**config.mk**
```make
export PLATFORM = sky130hd
export DESIGN_NAME = boot_remap_ctrl
export DESIGN_NICKNAME = d
export VERILOG_FILES = /design/src/rtl/boot_map_pkg.sv /design/src/rtl/boot_strap_sampler.sv /design/src/rtl/boot_mode_reg.sv /design/src/rtl/boot_addr_xlate.sv /design/src/rtl/boot_remap_ctrl.sv
export SDC_FILE = /design/constraint.sdc
export NUM_CORES = 1
export LEC_CHECK = 0
export BUFFER_PORTS_ARGS = -buffer_cell sky130_fd_sc_hd__buf_4
export CAP_MARGIN = 20
export CORE_MARGIN = 5
export CORE_UTILIZATION = 51
export CTS_CLUSTER_DIAMETER = 100
export DETAILED_ROUTE_END_ITERATION = 10
export MAX_ROUTING_LAYER = met4
export PLACE_DENSITY = 0.76
export RECOVER_POWER = 50
export SYNTH_ARGS = -nofsm -noshare
export SYNTH_HDL_FRONTEND = slang
export SYNTH_SLANG_ARGS = --single-unit
```
**constraint.sdc**
```tcl
create_clock -name clk_i -period 3.7 [get_ports clk_i]
set_input_delay 0.74 -clock clk_i [delete_from_list [all_inputs] [get_ports clk_i]]
set_output_delay 0.74 -clock clk_i [all_outputs]
set_load 0.1 [all_outputs]
```
**src/rtl/boot_map_pkg.sv**
```systemverilog
package boot_map_pkg;

    // Alias mode codes held in the mode register
    typedef enum logic [1:0] {
        MAP_FLASH  = 2'b00,
        MAP_SYSROM = 2'b01,
        MAP_EXTBUS = 2'b10,
        MAP_SRAM   = 2'b11
    } map_mode_e;

    // Target memory select codes
    typedef enum logic [2:0] {
        SEL_FLASH  = 3'd0,
        SEL_SYSROM = 3'd1,
        SEL_SRAM   = 3'd2,
        SEL_EXTBUS = 3'd3,
        SEL_NONE   = 3'd4
    } mem_sel_e;

    typedef struct packed {
        logic        reserved;
        mem_sel_e    sel;
        logic [31:0] offset;
    } xlate_rsp_t;

    localparam logic [31:0] ZERO_WIN_BYTES_D = 32'h0800_0000;
    localparam logic [31:0] FLASH_BASE_D     = 32'h0800_0000;
    localparam logic [31:0] FLASH_BYTES_D    = 32'h0010_0000;
    localparam logic [31:0] SYSROM_BASE_D    = 32'h1FFF_0000;
    localparam logic [31:0] SYSROM_BYTES_D   = 32'h0000_7800;
    localparam logic [31:0] SRAM_BASE_D      = 32'h2000_0000;
    localparam logic [31:0] SRAM_BYTES_D     = 32'h0001_C000;
    localparam logic [31:0] EXT_BYTES_D      = 32'h0800_0000;

    // Low strap clear selects flash regardless of the high strap
    function automatic map_mode_e decode_straps(input logic hi, input logic lo);
        if (!lo)
            return MAP_FLASH;
        else if (!hi)
            return MAP_SYSROM;
        else
            return MAP_SRAM;
    endfunction

    function automatic logic in_window(input logic [31:0] addr,
                                       input logic [31:0] base,
                                       input logic [31:0] size);
        return (addr >= base) && ((addr - base) < size);
    endfunction

endpackage

```
**src/rtl/boot_strap_sampler.sv**
```systemverilog
module boot_strap_sampler
    import boot_map_pkg::*;
#(
    parameter int SAMPLE_EDGE = 4
) (
    input  logic      clk_i,
    input  logic      rst_i,
    input  logic      wake_i,
    input  logic      strap_lo_i,
    input  logic      strap_hi_i,
    output map_mode_e pin_mode_o,
    output logic      done_o,
    output logic      load_o
);
    localparam int CW = $clog2(SAMPLE_EDGE + 1);
    localparam logic [CW-1:0] LAST = CW'(SAMPLE_EDGE - 1);

    logic [CW-1:0] cnt_q;

    // Capture fires on the edge where the counter has seen SAMPLE_EDGE-1 edges
    assign load_o = !done_o && !wake_i && (cnt_q == LAST);

    always_ff @(posedge clk_i) begin
        if (rst_i) begin
            cnt_q      <= '0;
            done_o     <= 1'b0;
            pin_mode_o <= MAP_FLASH;
        end else if (wake_i) begin
            cnt_q  <= '0;
            done_o <= 1'b0;
        end else if (load_o) begin
            pin_mode_o <= decode_straps(strap_hi_i, strap_lo_i);
            done_o     <= 1'b1;
        end else if (!done_o) begin
            cnt_q <= cnt_q + 1'b1;
        end
    end


    done_hold_chk: assert property (@(posedge clk_i) disable iff (rst_i)
        (done_o && !wake_i) |=> done_o);


    pin_mode_stable_chk: assert property (@(posedge clk_i) disable iff (rst_i)
        (done_o && !wake_i) |=> $stable(pin_mode_o));


    wake_clears_chk: assert property (@(posedge clk_i) disable iff (rst_i)
        wake_i |=> !done_o);

endmodule

```
**src/rtl/boot_mode_reg.sv**
```systemverilog
module boot_mode_reg
    import boot_map_pkg::*;
(
    input  logic       clk_i,
    input  logic       rst_i,
    input  logic       load_i,
    input  map_mode_e  load_mode_i,
    input  logic       done_i,
    input  logic       wake_i,
    input  logic       wr_i,
    input  logic [1:0] wdata_i,
    output map_mode_e  mode_o
);
    logic wr_ok;

    assign wr_ok = wr_i && done_i && !wake_i;

    always_ff @(posedge clk_i) begin
        if (rst_i)
            mode_o <= MAP_FLASH;
        else if (load_i)
            mode_o <= load_mode_i;
        else if (wr_ok)
            mode_o <= map_mode_e'(wdata_i);
    end


    early_write_ignored_chk: assert property (@(posedge clk_i) disable iff (rst_i)
        (!done_i && !load_i) |=> $stable(mode_o));


    write_lands_chk: assert property (@(posedge clk_i) disable iff (rst_i)
        (wr_i && done_i && !wake_i) |=> (mode_o == map_mode_e'($past(wdata_i))));

endmodule

```
**src/rtl/boot_addr_xlate.sv**
```systemverilog
module boot_addr_xlate
    import boot_map_pkg::*;
#(
    parameter logic [31:0] ZERO_WIN_BYTES = ZERO_WIN_BYTES_D,
    parameter logic [31:0] FLASH_BASE     = FLASH_BASE_D,
    parameter logic [31:0] FLASH_BYTES    = FLASH_BYTES_D,
    parameter logic [31:0] SYSROM_BASE    = SYSROM_BASE_D,
    parameter logic [31:0] SYSROM_BYTES   = SYSROM_BYTES_D,
    parameter logic [31:0] SRAM_BASE      = SRAM_BASE_D,
    parameter logic [31:0] SRAM_BYTES     = SRAM_BYTES_D,
    parameter logic [31:0] EXT_BYTES      = EXT_BYTES_D
) (
    input  logic        clk_i,
    input  logic        rst_i,
    input  map_mode_e   mode_i,
    input  logic        req_valid_i,
    input  logic [31:0] req_addr_i,
    output logic        rsp_valid_o,
    output xlate_rsp_t  rsp_o
);
    localparam int NWIN = 3;

    logic [NWIN-1:0] nat_hit;
    logic [31:0]     nat_off [NWIN];
    mem_sel_e        nat_sel [NWIN];

    // Native windows stay decoded in every mode
    for (genvar g = 0; g < NWIN; g++) begin : g_native
        localparam logic [31:0] WB = (g == 0) ? FLASH_BASE  : (g == 1) ? SYSROM_BASE  : SRAM_BASE;
        localparam logic [31:0] WS = (g == 0) ? FLASH_BYTES : (g == 1) ? SYSROM_BYTES : SRAM_BYTES;
        localparam mem_sel_e    WM = (g == 0) ? SEL_FLASH   : (g == 1) ? SEL_SYSROM   : SEL_SRAM;
        assign nat_hit[g] = in_window(req_addr_i, WB, WS);
        assign nat_off[g] = req_addr_i - WB;
        assign nat_sel[g] = WM;
    end

    logic [31:0] alias_lim;
    mem_sel_e    alias_sel;
    xlate_rsp_t  nxt;

    always_comb begin
        unique case (mode_i)
            MAP_FLASH:  begin alias_lim = FLASH_BYTES;  alias_sel = SEL_FLASH;  end
            MAP_SYSROM: begin alias_lim = SYSROM_BYTES; alias_sel = SEL_SYSROM; end
            MAP_SRAM:   begin alias_lim = SRAM_BYTES;   alias_sel = SEL_SRAM;   end
            MAP_EXTBUS: begin alias_lim = EXT_BYTES;    alias_sel = SEL_EXTBUS; end
            default:    begin alias_lim = '0;           alias_sel = SEL_NONE;   end
        endcase
    end

    always_comb begin
        nxt.reserved = 1'b1;
        nxt.sel      = SEL_NONE;
        nxt.offset   = '0;
        if (req_addr_i < ZERO_WIN_BYTES) begin
            if (req_addr_i < alias_lim) begin
                nxt.reserved = 1'b0;
                nxt.sel      = alias_sel;
                nxt.offset   = req_addr_i;
            end
        end else begin
            for (int w = 0; w < NWIN; w++) begin
                if (nat_hit[w]) begin
                    nxt.reserved = 1'b0;
                    nxt.sel      = nat_sel[w];
                    nxt.offset   = nat_off[w];
                end
            end
        end
    end

    always_ff @(posedge clk_i) begin
        if (rst_i) begin
            rsp_valid_o <= 1'b0;
            rsp_o       <= '{reserved: 1'b0, sel: SEL_NONE, offset: '0};
        end else begin
            rsp_valid_o <= req_valid_i;
            if (req_valid_i)
                rsp_o <= nxt;
        end
    end


    rsp_follows_req_chk: assert property (@(posedge clk_i) disable iff (rst_i)
        req_valid_i |=> rsp_valid_o);


    no_spurious_rsp_chk: assert property (@(posedge clk_i) disable iff (rst_i)
        !req_valid_i |=> !rsp_valid_o);


    reserved_shape_chk: assert property (@(posedge clk_i) disable iff (rst_i)
        (rsp_valid_o && rsp_o.reserved) |-> (rsp_o.sel == SEL_NONE && rsp_o.offset == '0));


    offset_bounded_chk: assert property (@(posedge clk_i) disable iff (rst_i)
        (rsp_valid_o && !rsp_o.reserved) |-> (rsp_o.offset < ZERO_WIN_BYTES && rsp_o.sel != SEL_NONE));

endmodule

```
**src/rtl/boot_remap_ctrl.sv**
```systemverilog
module boot_remap_ctrl
    import boot_map_pkg::*;
#(
    parameter int          SAMPLE_EDGE    = 4,
    parameter logic [31:0] ZERO_WIN_BYTES = ZERO_WIN_BYTES_D,
    parameter logic [31:0] FLASH_BASE     = FLASH_BASE_D,
    parameter logic [31:0] FLASH_BYTES    = FLASH_BYTES_D,
    parameter logic [31:0] SYSROM_BASE    = SYSROM_BASE_D,
    parameter logic [31:0] SYSROM_BYTES   = SYSROM_BYTES_D,
    parameter logic [31:0] SRAM_BASE      = SRAM_BASE_D,
    parameter logic [31:0] SRAM_BYTES     = SRAM_BYTES_D,
    parameter logic [31:0] EXT_BYTES      = EXT_BYTES_D
) (
    input  logic        clk_i,
    input  logic        rst_i,
    input  logic        wake_i,
    input  logic        strap_lo_i,
    input  logic        strap_hi_i,
    input  logic        cfg_wr_i,
    input  logic [1:0]  cfg_wdata_i,
    input  logic        req_valid_i,
    input  logic [31:0] req_addr_i,
    output logic        boot_done_o,
    output logic [1:0]  pin_mode_o,
    output logic [1:0]  map_mode_o,
    output logic        rsp_valid_o,
    output logic [2:0]  rsp_sel_o,
    output logic [31:0] rsp_offset_o,
    output logic        rsp_reserved_o
);
    map_mode_e  pin_mode;
    map_mode_e  map_mode;
    logic       done;
    logic       load;
    xlate_rsp_t rsp;

    boot_strap_sampler #(.SAMPLE_EDGE(SAMPLE_EDGE)) i_sampler (
        .clk_i      (clk_i),
        .rst_i      (rst_i),
        .wake_i     (wake_i),
        .strap_lo_i (strap_lo_i),
        .strap_hi_i (strap_hi_i),
        .pin_mode_o (pin_mode),
        .done_o     (done),
        .load_o     (load)
    );

    boot_mode_reg i_mode_reg (
        .clk_i       (clk_i),
        .rst_i       (rst_i),
        .load_i      (load),
        .load_mode_i (decode_straps(strap_hi_i, strap_lo_i)),
        .done_i      (done),
        .wake_i      (wake_i),
        .wr_i        (cfg_wr_i),
        .wdata_i     (cfg_wdata_i),
        .mode_o      (map_mode)
    );

    boot_addr_xlate #(
        .ZERO_WIN_BYTES (ZERO_WIN_BYTES),
        .FLASH_BASE     (FLASH_BASE),
        .FLASH_BYTES    (FLASH_BYTES),
        .SYSROM_BASE    (SYSROM_BASE),
        .SYSROM_BYTES   (SYSROM_BYTES),
        .SRAM_BASE      (SRAM_BASE),
        .SRAM_BYTES     (SRAM_BYTES),
        .EXT_BYTES      (EXT_BYTES)
    ) i_xlate (
        .clk_i       (clk_i),
        .rst_i       (rst_i),
        .mode_i      (map_mode),
        .req_valid_i (req_valid_i),
        .req_addr_i  (req_addr_i),
        .rsp_valid_o (rsp_valid_o),
        .rsp_o       (rsp)
    );

    assign boot_done_o    = done;
    assign pin_mode_o     = pin_mode;
    assign map_mode_o     = map_mode;
    assign rsp_sel_o      = rsp.sel;
    assign rsp_offset_o   = rsp.offset;
    assign rsp_reserved_o = rsp.reserved;


    capture_reloads_map_chk: assert property (@(posedge clk_i) disable iff (rst_i)
        $rose(done) |-> (map_mode == pin_mode));

endmodule

```
# ---- Yosys cells after proc, flatten, opt, wreduce, memory -nomap -nowiden
# Index checks and enable logic that the tools add are counted.
dict set report totals {
  reg_bits 45
  inputBits 41
  out_inout_bits 42
}
dict set report op_classes {
  addsub 4
  order_cmp 8
  n_eq_ne 4
  muxes 11
  n_bitwise 3
  n_reduce_logical 14
}
# op n
set op_table {}
lappend op_table {{36-bit 2-to-1 mux} 5}
lappend op_table {{32-bit one-hot mux with 4 select lines} 1}
lappend op_table {{32-bit by 28-bit greater-or-equal comparator with 1-bit output, second input constant} 1}
lappend op_table {{32-bit by 29-bit greater-or-equal comparator with 1-bit output, second input constant} 1}
lappend op_table {{32-bit by 30-bit greater-or-equal comparator with 1-bit output, second input constant} 1}
lappend op_table {{32-bit by 15-bit less-than comparator with 1-bit output, second input constant} 1}
lappend op_table {{32-bit by 17-bit less-than comparator with 1-bit output, second input constant} 1}
lappend op_table {{32-bit by 21-bit less-than comparator with 1-bit output, second input constant} 1}
lappend op_table {{32-bit by 28-bit less-than comparator with 1-bit output, second input constant} 1}
lappend op_table {{32-bit less-than comparator} 1}
lappend op_table {{32-bit by 28-bit subtractor with 32-bit output, second input constant} 1}
lappend op_table {{32-bit by 29-bit subtractor with 32-bit output, second input constant} 1}
lappend op_table {{32-bit by 30-bit subtractor with 32-bit output, second input constant} 1}
lappend op_table {{3-bit one-hot mux with 4 select lines} 1}
lappend op_table {{2-bit 2-to-1 mux} 4}
lappend op_table {{1-bit logical AND} 7}
lappend op_table {{2-bit equality test, second input constant} 2}
lappend op_table {{2-bit AND reduction} 2}
lappend op_table {{3-bit by 1-bit adder with 3-bit output, second input constant} 1}
lappend op_table {{3-bit by 2-bit equality test with 1-bit output, second input constant} 1}
lappend op_table {{1-bit inverter} 3}
lappend op_table {{2-bit by 1-bit equality test with 1-bit output, second input constant} 1}
lappend op_table {{1-bit zero test} 2}
lappend op_table {{2-bit zero test} 1}
lappend op_table {{2 further kinds} 2}

# ---- Logic depth before layout (Yosys ltp)
# Gate-level depths: netlist (run 1).
dict set report logic_depth {
  word_depth 7
  depth_mapped 11
}

# ---- Modules after synthesis
# Synthesis (run 1) repeated with hierarchy kept, for this count alone.
dict set report hier_totals {
  hier_cells 345
  area_unflattened_um2 2752.6
}
# module instances cells_per_inst area_per_inst_um2
set modules_own_cells {}
lappend modules_own_cells {boot_addr_xlate 1 306 2364.8}
lappend modules_own_cells {boot_strap_sampler 1 28 279.0}
lappend modules_own_cells {boot_mode_reg 1 10 102.6}
lappend modules_own_cells {boot_remap_ctrl 1 1 6.3}

# ---- Worst setup path before layout (run 1)
# Ideal clock, no wire load.
dict set report synth_path {
  path_kind {reg2reg}
  startpoint {register i_mode_reg.mode_o[1]}
  endpoint {register i_xlate.rsp_o[33] in the netlist's numbering}
  arrival_ns 2.873
  required_time_ns 3.609
  setup_slack_ns 0.736
  stages_incl_launch_ff 11
  path_buffers 0
  period_less_slack_ns 2.964
  path_cell_list {dfxtp_1 inv_1 ha_1 inv_1 ha_1 a21o_1 a31oi_1 o21ai_0 a2111oi_0 o21ai_0 a311oi_1}
}
dict set report synth_via {
  elab_chain_cells 5
  word_cells_on_any_way 9
  cone_classes {1 x order compare; 3 x eq/ne; 4 x mux; 1 x reduce/logical}
}
# item line
set synth_lines {}
lappend synth_lines {{start, declared} boot_mode_reg.sv:12} ;# output map_mode_e mode_o
lappend synth_lines {{start signal, assigned} boot_mode_reg.sv:22} ;# mode_o <= load_mode_i;
lappend synth_lines {{start signal, assigned} boot_mode_reg.sv:24} ;# mode_o <= map_mode_e'(wdata_i);
lappend synth_lines {{2-bit equality test (tied with other cells)} boot_addr_xlate.sv:42} ;# unique case (mode_i)
lappend synth_lines {{32-bit one-hot mux with 4 select lines} boot_addr_xlate.sv:42}
lappend synth_lines {{32-bit less-than comparator} boot_addr_xlate.sv:56} ;# if (req_addr_i < alias_lim) begin
lappend synth_lines {{36-bit 2-to-1 mux *} boot_addr_xlate.sv:56}
lappend synth_lines {{36-bit 2-to-1 mux *} boot_addr_xlate.sv:55} ;# if (req_addr_i < ZERO_WIN_BYTES) begin
lappend synth_lines {{end signal, assigned} boot_addr_xlate.sv:75} ;# rsp_o <= '{reserved: 1'b0, sel: SEL_NONE, offset: '0};
lappend synth_lines {{end signal, assigned} boot_addr_xlate.sv:79} ;# rsp_o <= nxt;
lappend synth_lines {{end, declared} boot_addr_xlate.sv:19} ;# output xlate_rsp_t rsp_o
# Every way passes the cells marked *; elsewhere a longest branch is shown, timed or not. The select of a mux whose other input is x is not followed.
# A chain may end at the register's enable or synchronous reset.

# ---- Worst setup path in the final report (run 1)
dict set report layout_path {
  startpoint {input port req_addr_i[29]}
  endpoint {register i_xlate.rsp_o[34] in the netlist's numbering}
}
dict set report layout_via {
  elab_chain_cells 7
  word_cells_on_any_way 19
  cone_classes {3 x add/sub; 8 x order compare; 5 x mux; 3 x reduce/logical}
}
# item line
set layout_lines {}
lappend layout_lines {{start, declared} boot_remap_ctrl.sv:22} ;# input logic [31:0] req_addr_i,
lappend layout_lines {{32-bit by 28-bit subtractor with 32-bit output} boot_map_pkg.sv:48} ;# return (addr >= base) && ((addr - base) < size);
lappend layout_lines {{32-bit by 21-bit less-than comparator with 1-bit output} boot_map_pkg.sv:48}
lappend layout_lines {{1-bit logical AND} boot_map_pkg.sv:48}
lappend layout_lines {{36-bit 2-to-1 mux (3 in a row)} boot_addr_xlate.sv:63} ;# if (nat_hit[w]) begin
lappend layout_lines {{36-bit 2-to-1 mux *} boot_addr_xlate.sv:55}
# Every way passes the cells marked *; elsewhere a longest branch is shown, timed or not.

==> results of run 1 <==
logic make-up (layout without fill, tap and decap cells):
| group | Yosys count | after routing | synth area share |
|---|---|---|---|
| xor+xnor | 3 | 3 | 0.00993 |
| compound gates | 64 | 64 | 0.197 |
| buf+inv | 35 | 111 | 0.0600 |
| simple gates | 114 | 114 | 0.218 |
| mux | 21 | 21 | 0.0794 |
| flops | 45 | 45 | 0.340 |
| fa+ha+maj | 20 | 20 | 0.0946 |
worst max path at each step:
stage                                    start                 to  slack [ps]
final                           req_addr_i[29]  i_xlate.rsp_o[34]         770
after global routing      i_mode_reg.mode_o[0]   i_xlate.rsp_o[8]         540
after CTS                       req_addr_i[29]  i_xlate.rsp_o[34]         780
after detailed placement        req_addr_i[29]  i_xlate.rsp_o[34]         480
after global placement          req_addr_i[29]  i_xlate.rsp_o[34]         500
after floorplan           i_mode_reg.mode_o[1]  i_xlate.rsp_o[33]         740
where the power goes:
group | internal [W] | switching (W)
combinational | 0.0000746 | 0.000170
clock | 0.000134 | 0.000159
sequential | 0.000496 | 0.00000701
metrics by stage:
step                      worst slack, ps  hold slack (ps)   util  power, W
after global placement                496              444  0.646  0.000762
after detailed placement              479              446  0.646  0.000766
after floorplan                       736              474      -  0.000682
after CTS                             778              460  0.662   0.00106
final                                 770              454  0.636   0.00104
after global routing                  539              473  0.636   0.00109
per-layer routing:
layer  vias up  wire, um  share of wire
li1       1264         -              -
met1      1143      3220           0.45
met2       120      3340           0.46
met3        15       499          0.069
met4         0       163          0.023
met5         -         0              0
worst min-delay path, cell delays in order, from the launching register on:
cell and delay, ps:
dfxtp_1 310, nand2_1 50, a21oi_1 50
final cells by class:
class | count | share of cell area
multi-input combinational | 222 | 0.491
sequential | 45 | 0.279
timing repair buffer | 84 | 0.155
tap | 70 | 0.0271
clock buffer | 7 | 0.0236
inverter | 19 | 0.0221
clock inverter | 1 | 0.00232
flip-flops by register name, indices dropped and copies added, names as in the netlist:
name	count
i_xlate.rsp_valid_o	1
i_xlate.rsp_o	36
i_sampler.done_o	1
i_mode_reg.mode_o	2
i_sampler.cnt_q	3
i_sampler.pin_mode_o	2
layout by cell type, fill, tap and decap left out, types with 2 or more instances in the layout:
cell type,netlist,layout
a2111oi_0,2,2
a211oi_1,10,10
a211oi_2,10,10
a21o_1,2,2
a21oi_1,14,14
a311o_1,2,2
a311oi_1,3,3
a31o_2,2,2
a41o_1,2,2
and2_0,0,4
and2_1,6,2
buf_4,0,49
clkbuf_1,9,37
clkbuf_8,0,5
dfxtp_1,45,45
ha_1,20,20
inv_1,19,19
mux2i_1,21,21
nand2_1,34,34
nand3_1,6,6
nand4_1,14,14
nor2_1,22,22
nor2b_1,3,3
nor3_1,11,11
nor4_1,6,6
o211ai_1,2,2
o21ai_0,4,4
or4_1,2,2
xnor2_1,3,3
==> impl_metrics.toml, run 1 <==
[clock_tree]
clkSlewWorstSetupHoldPaths_ps = 80
cts_buffers = 5
clock-sinks = 45
cts_tree = "built"
ctsRootBufferMaster = "clkbuf_8"
cts_resized = 0
cts_setup_buffers = 0
htree_num_levels = 2
insertion_delay_ps = 290
cts.path.max_buffers = 2
cts.hold.buffers_added = 0

[outcome]
outcome = "complete, but fails checks"
violations = "max-capacitance violations, max-slew violations"

[route]
initialDrtViolationCount = 162
drt_wl_total_mm = 7.22
via_per_inst = 5.67
wl_per_cell_um = 16.1
drt-pass1-iter-count = 5
drc_errors = 0
postRouteAntennaNets = 0
num_vias = 2542

[grt]
grt_use_met3 = 0.0428
grt_util_met1 = 0.300
grt-ovfl-total = 0
grt_pass1_vias = 2429
grt-busiest-layer = "met2"
grt_usage = 0.229
grt_pass1_wl_mm = 11.5
grt_max_degree = 43
met2_usage = 0.351
antenna_found_initial = 0

[placement]
dp_hpwl_mm = 5.52
placedCellCount = 440
post_dp_cell_area_sq_um = 3280
portBuffers = 82
gp_congestion = 0.925

[finish]
fillers = 488
layout-drive-gt1-share = 0.193
design_area_sq_um = 3230
syn2layout_area_growth_pct = 22.0
diodes = 0
instances_no_fill = 448
nNetsFinal = 438
multi_input_area_sq_um = 1590
regArea_sq_um = 901

[critical_path]
path_buf_inv = 2
required_ps = 3880
worstSetupPathType = "in -> reg"
r2r_start = "i_mode_reg.mode_o[0]"
reg2reg_slack_ps = 790
slowest_delay_ps = 720
worstPathCellList = "buf_4 -> inv_1 -> ha_1 -> nor2b_1 -> a211oi_1 -> nand2_1 -> a311o_1 -> o41a_1 -> a221o_1"
critPathMaxFanout = 18
r2r_cells = 12
critPathSlowestCell = "o41a_1"
cp_num_cells = 9
startpoint_type = "primary input"
rr_endpoint = "i_xlate.rsp_o[8]"
worstSetupEndpointType = "flop"
worstPathArrival_ps = 3110
crit_family = "compound AO/OA/AOI/OAI gates"

[synthesis]
synth_area_per_cell_sq_um = 8.76
ys_ff_latch = 45
synthCells = 302
synth_top_cell_by_area = "dfxtp_1"
synth_nets = 363
synth_edf_count = 0
synth-warning-count = 0
ys.flop_type = "dfxtp_1"
synth_most_common_cell = "dfxtp_1"
synth_common_cells = "dfxtp_1, nand2_1, nor2_1"
syn-cell-area_sq_um = 2650
ys_top_cells_by_area = "dfxtp_1, ha_1, mux2i_1, nand2_1, a211oi_2"
synthDistinctLibCells = 51
seq_area_frac_synth = 0.340
synthArstFlopShare = 0
netlist.area_leader.share = 0.340

[timing]
worst_pin_slew_ps = 2040
fin_tns_setup_ps = 0
setup_viol = 0
min_period_over_period = 0.792
finClkSkew_ps = 3.10
hold_viol_final = 0
drv_slew = 43
rsz0062_at_grt = "false"
fmax_ghz = 0.341
min_period_ps = 2930
slew_headroom = -0.360

[die]
die_w_um = 82.0
core_area_sq_um = 5070
dieArea_sq_um = 6730
start_util = 0.521
num_rows = 26
io_pins = 83
dieHeight_um = 82.0

[worst_hold_path]
holdPathStages = 2
min_from = "i_xlate.rsp_o[22]"
hp-class = "reg -> reg"
min_to = "i_xlate.rsp_o[22]"

[run]
maxCapViolations = 1

[pwr]
p_per_area_nw_per_um2 = 322
vdd_drop_max_uv = 240
p_leak_nw = 1.26
(Power assumes the default switching activity.)
==> inputs of run 2 (changes only) <==
Settings changed: ABC_AREA from default to 1, CORE_UTILIZATION 51 to 47, PLACE_DENSITY 0.76 to 0.72.
Clock period 3.7 ns to 2.44 ns, I/O delays scaled along.
==> impl_metrics.toml, run 2 <==
[critical_path]
r2r_cells = 17
worstSetupEndpointType = "flop"
cp_num_cells = 17
reg2reg_slack_ps = 260
worstSetupPathType = "reg -> reg"
r2r_start = "i_mode_reg.mode_o[1]"
startpoint_type = "flop"
critPathSlowestCell = "dfxtp_2"
path_buf_inv = 5
worstPathArrival_ps = 2380
worstPathCellList = "inv_1 -> ha_1 -> inv_1 -> ha_1 -> nand2_1 -> inv_1 -> o21ai_0 -> nand3_1 -> nand2_1 -> nand2_1 -> nand2_1 -> nand2_1 -> inv_4 -> nor2_4 -> nand3_4 -> nand2_1 -> inv_2"
required_ps = 2640
cpMostUsedCell = "nand2_1"
slowest_delay_ps = 360
crit_family = "simple AND/OR/NAND/NOR gates"
rr_endpoint = "i_xlate.rsp_o[10]"
critPathMaxFanout = 10

[worst_hold_path]
min_to = "i_xlate.rsp_o[31]"
min_from = "i_xlate.rsp_o[31]"
hp-class = "reg -> reg"
holdPathStages = 2

[clock_tree]
ctsRootBufferMaster = "clkbuf_8"
htree_num_levels = 2
cts_tree = "built"
clock-sinks = 45
cts_setup_buffers = 0
cts_buffers = 5
cts.path.max_buffers = 2
cts.hold.buffers_added = 0
insertion_delay_ps = 290
clkSlewWorstSetupHoldPaths_ps = 80

[synthesis]
synth_common_cells = "nand2_1, nor2_1, inv_1"
synthArstFlopShare = 0
synth_most_common_cell = "nand2_1"
ys.flop_type = "dfxtp_1"
seq_area_frac_synth = 0.308
ys_ff_latch = 45
synthDistinctLibCells = 30
synth_nets = 521
synth_top_cell_by_area = "dfxtp_1"
synth-warning-count = 0
synthCells = 460
synth_edf_count = 0
synth_area_per_cell_sq_um = 6.36
ys_top_cells_by_area = "dfxtp_1, nand2_1, nor2_1, ha_1, inv_1"
netlist.area_leader.share = 0.308
syn-cell-area_sq_um = 2920

[die]
die_w_um = 88.9
num_rows = 28
dieHeight_um = 88.9
core_area_sq_um = 5990
start_util = 0.488
io_pins = 83
dieArea_sq_um = 7900

[grt]
grt_pass1_wl_mm = 13.5
antenna_found_initial = 0
grt_usage = 0.219
grt_max_degree = 39
grt_pass1_vias = 2970
grt-ovfl-total = 0

[route]
via_per_inst = 5.17
drc_errors = 0
wl_per_cell_um = 13.4
drt_wl_total_mm = 8.24
num_vias = 3182
postRouteAntennaNets = 0
drt-pass1-iter-count = 4
initialDrtViolationCount = 136

[finish]
fin_util = 0.602
instances_no_fill = 616
final_common_cell = "nand2_1"
syn2layout_area_growth_pct = 23.2
largest_reg_flops = 36
reg_top3 = "i_xlate.rsp_o: 36 flops, i_sampler.cnt_q: 3 flops"
regMostFlops = "i_xlate.rsp_o"
diodes = 0
fillers = 618
final_cell_mix = "nand2_1, nor2_1, inv_1"
nNetsFinal = 601
layout-drive-gt1-share = 0.140

[timing]
min_period_ps = 2180
fin_hold_ws_ps = 443
hold_viol_final = 0
drv_slew = 0
fmax_ghz = 0.460
slew_headroom = 0.199
min_period_over_period = 0.891
worst_pin_slew_ps = 1210
finClkSkew_ps = 1.50
layout_setup_ws_ps = 265
setup_viol = 0

[placement]
gp_congestion = 0.896
placedCellCount = 607
dp_hpwl_mm = 6.32
portBuffers = 82
detailedPlace.worstSlack_ps = 190

[pwr]
vdd_drop_max_uv = 347
p_leak_nw = 1.78
p_per_area_nw_per_um2 = 502
power.total_w = 0.00181

[run]
maxCapViolations = 0

[outcome]
outcome = "finished, final reports clean"
[run 2: changes by cell type after synthesis, sizes merged, moves of 4 or more]
cell / before / now
nand3: 7 / 35
a21oi: 14 / 22
nor4: 6 / 1
nand4: 14 / 10
nor3: 11 / 6
nand2: 35 / 114
a211oi: 20 / 2
nor2: 22 / 74
mux2i: 21 / 0
inv: 19 / 65
o21ai: 4 / 40
and2: 6 / 1
[run 2: layout make-up]
class                   instances  area, sq um  area share
clock buffers                   6         72.6      0.0201
well taps                      75         93.8      0.0260
clock inverters                 2         38.8      0.0108
multi-input cells             337         1730       0.480
repair buffers                 85          515       0.143
inverters                      66          250      0.0694
flip-flops and latches         45          903       0.251
[run 2: routing by layer]
metal / part of all wire / up-vias / GRT usage
met3: 0.050 / 13 / 0.0410
met4: 0.012 / 0 / 0.0508
met2: 0.47 / 78 / 0.357
met5: 0 / - / -
met1: 0.46 / 1462 / 0.281
li1: - / 1629 / -
[run 2: logic make-up after synthesis]
logic type / synth area share
fa+ha+maj: 0.0856
xor+xnor: 0.00899
compound gates: 0.124
flops: 0.308
simple gates: 0.367
buf+inv: 0.107
[run 2: timing repair]
| item | CTS | global route |
|---|---|---|
| hold endpoints to repair | 0 | 0 |
| resized for setup | 0 | 2 |
| setup endpoints to repair | 0 | 18 |
[run 2: worst min-delay path, cell delays in order, from the launching register on]
cell and delay [ps]:
dfxtp_1 320, nand2_1 60, nor2_1 30
[run 2: worst max path at each step]
| stage | start | slack (ps) | end |
|---|---|---|---|
| after CTS | i_mode_reg.mode_o[1] | 150 | i_xlate.rsp_o[10] |
| after detailed placement | i_mode_reg.mode_o[1] | 190 | i_xlate.rsp_o[35] |
| after floorplan | i_mode_reg.mode_o[1] | 30 | i_xlate.rsp_o[34] |
| final | i_mode_reg.mode_o[1] | 260 | i_xlate.rsp_o[10] |
| after global routing | i_mode_reg.mode_o[1] | -2 | i_xlate.rsp_o[0] |
| after global placement | i_mode_reg.mode_o[1] | 240 | i_xlate.rsp_o[35] |
[run 2: report_power, final]
part	internal [W]	leakage, nW	switching, W
logic	0.000119	1.35	0.000356
registers	0.000760	0.369	0.0000137
clock network	0.000308	0.0554	0.000254
total	0.00119	1.78	0.000623
[run 2: stage by stage]
stage | setup TNS, ps | area, sq um
global route | -2.15 | 3600
detailed placement | 0 | 3610
CTS | 0 | 3720
global placement | 0 | 3610
floorplan | 0 | 2930
finish | 0 | 3600
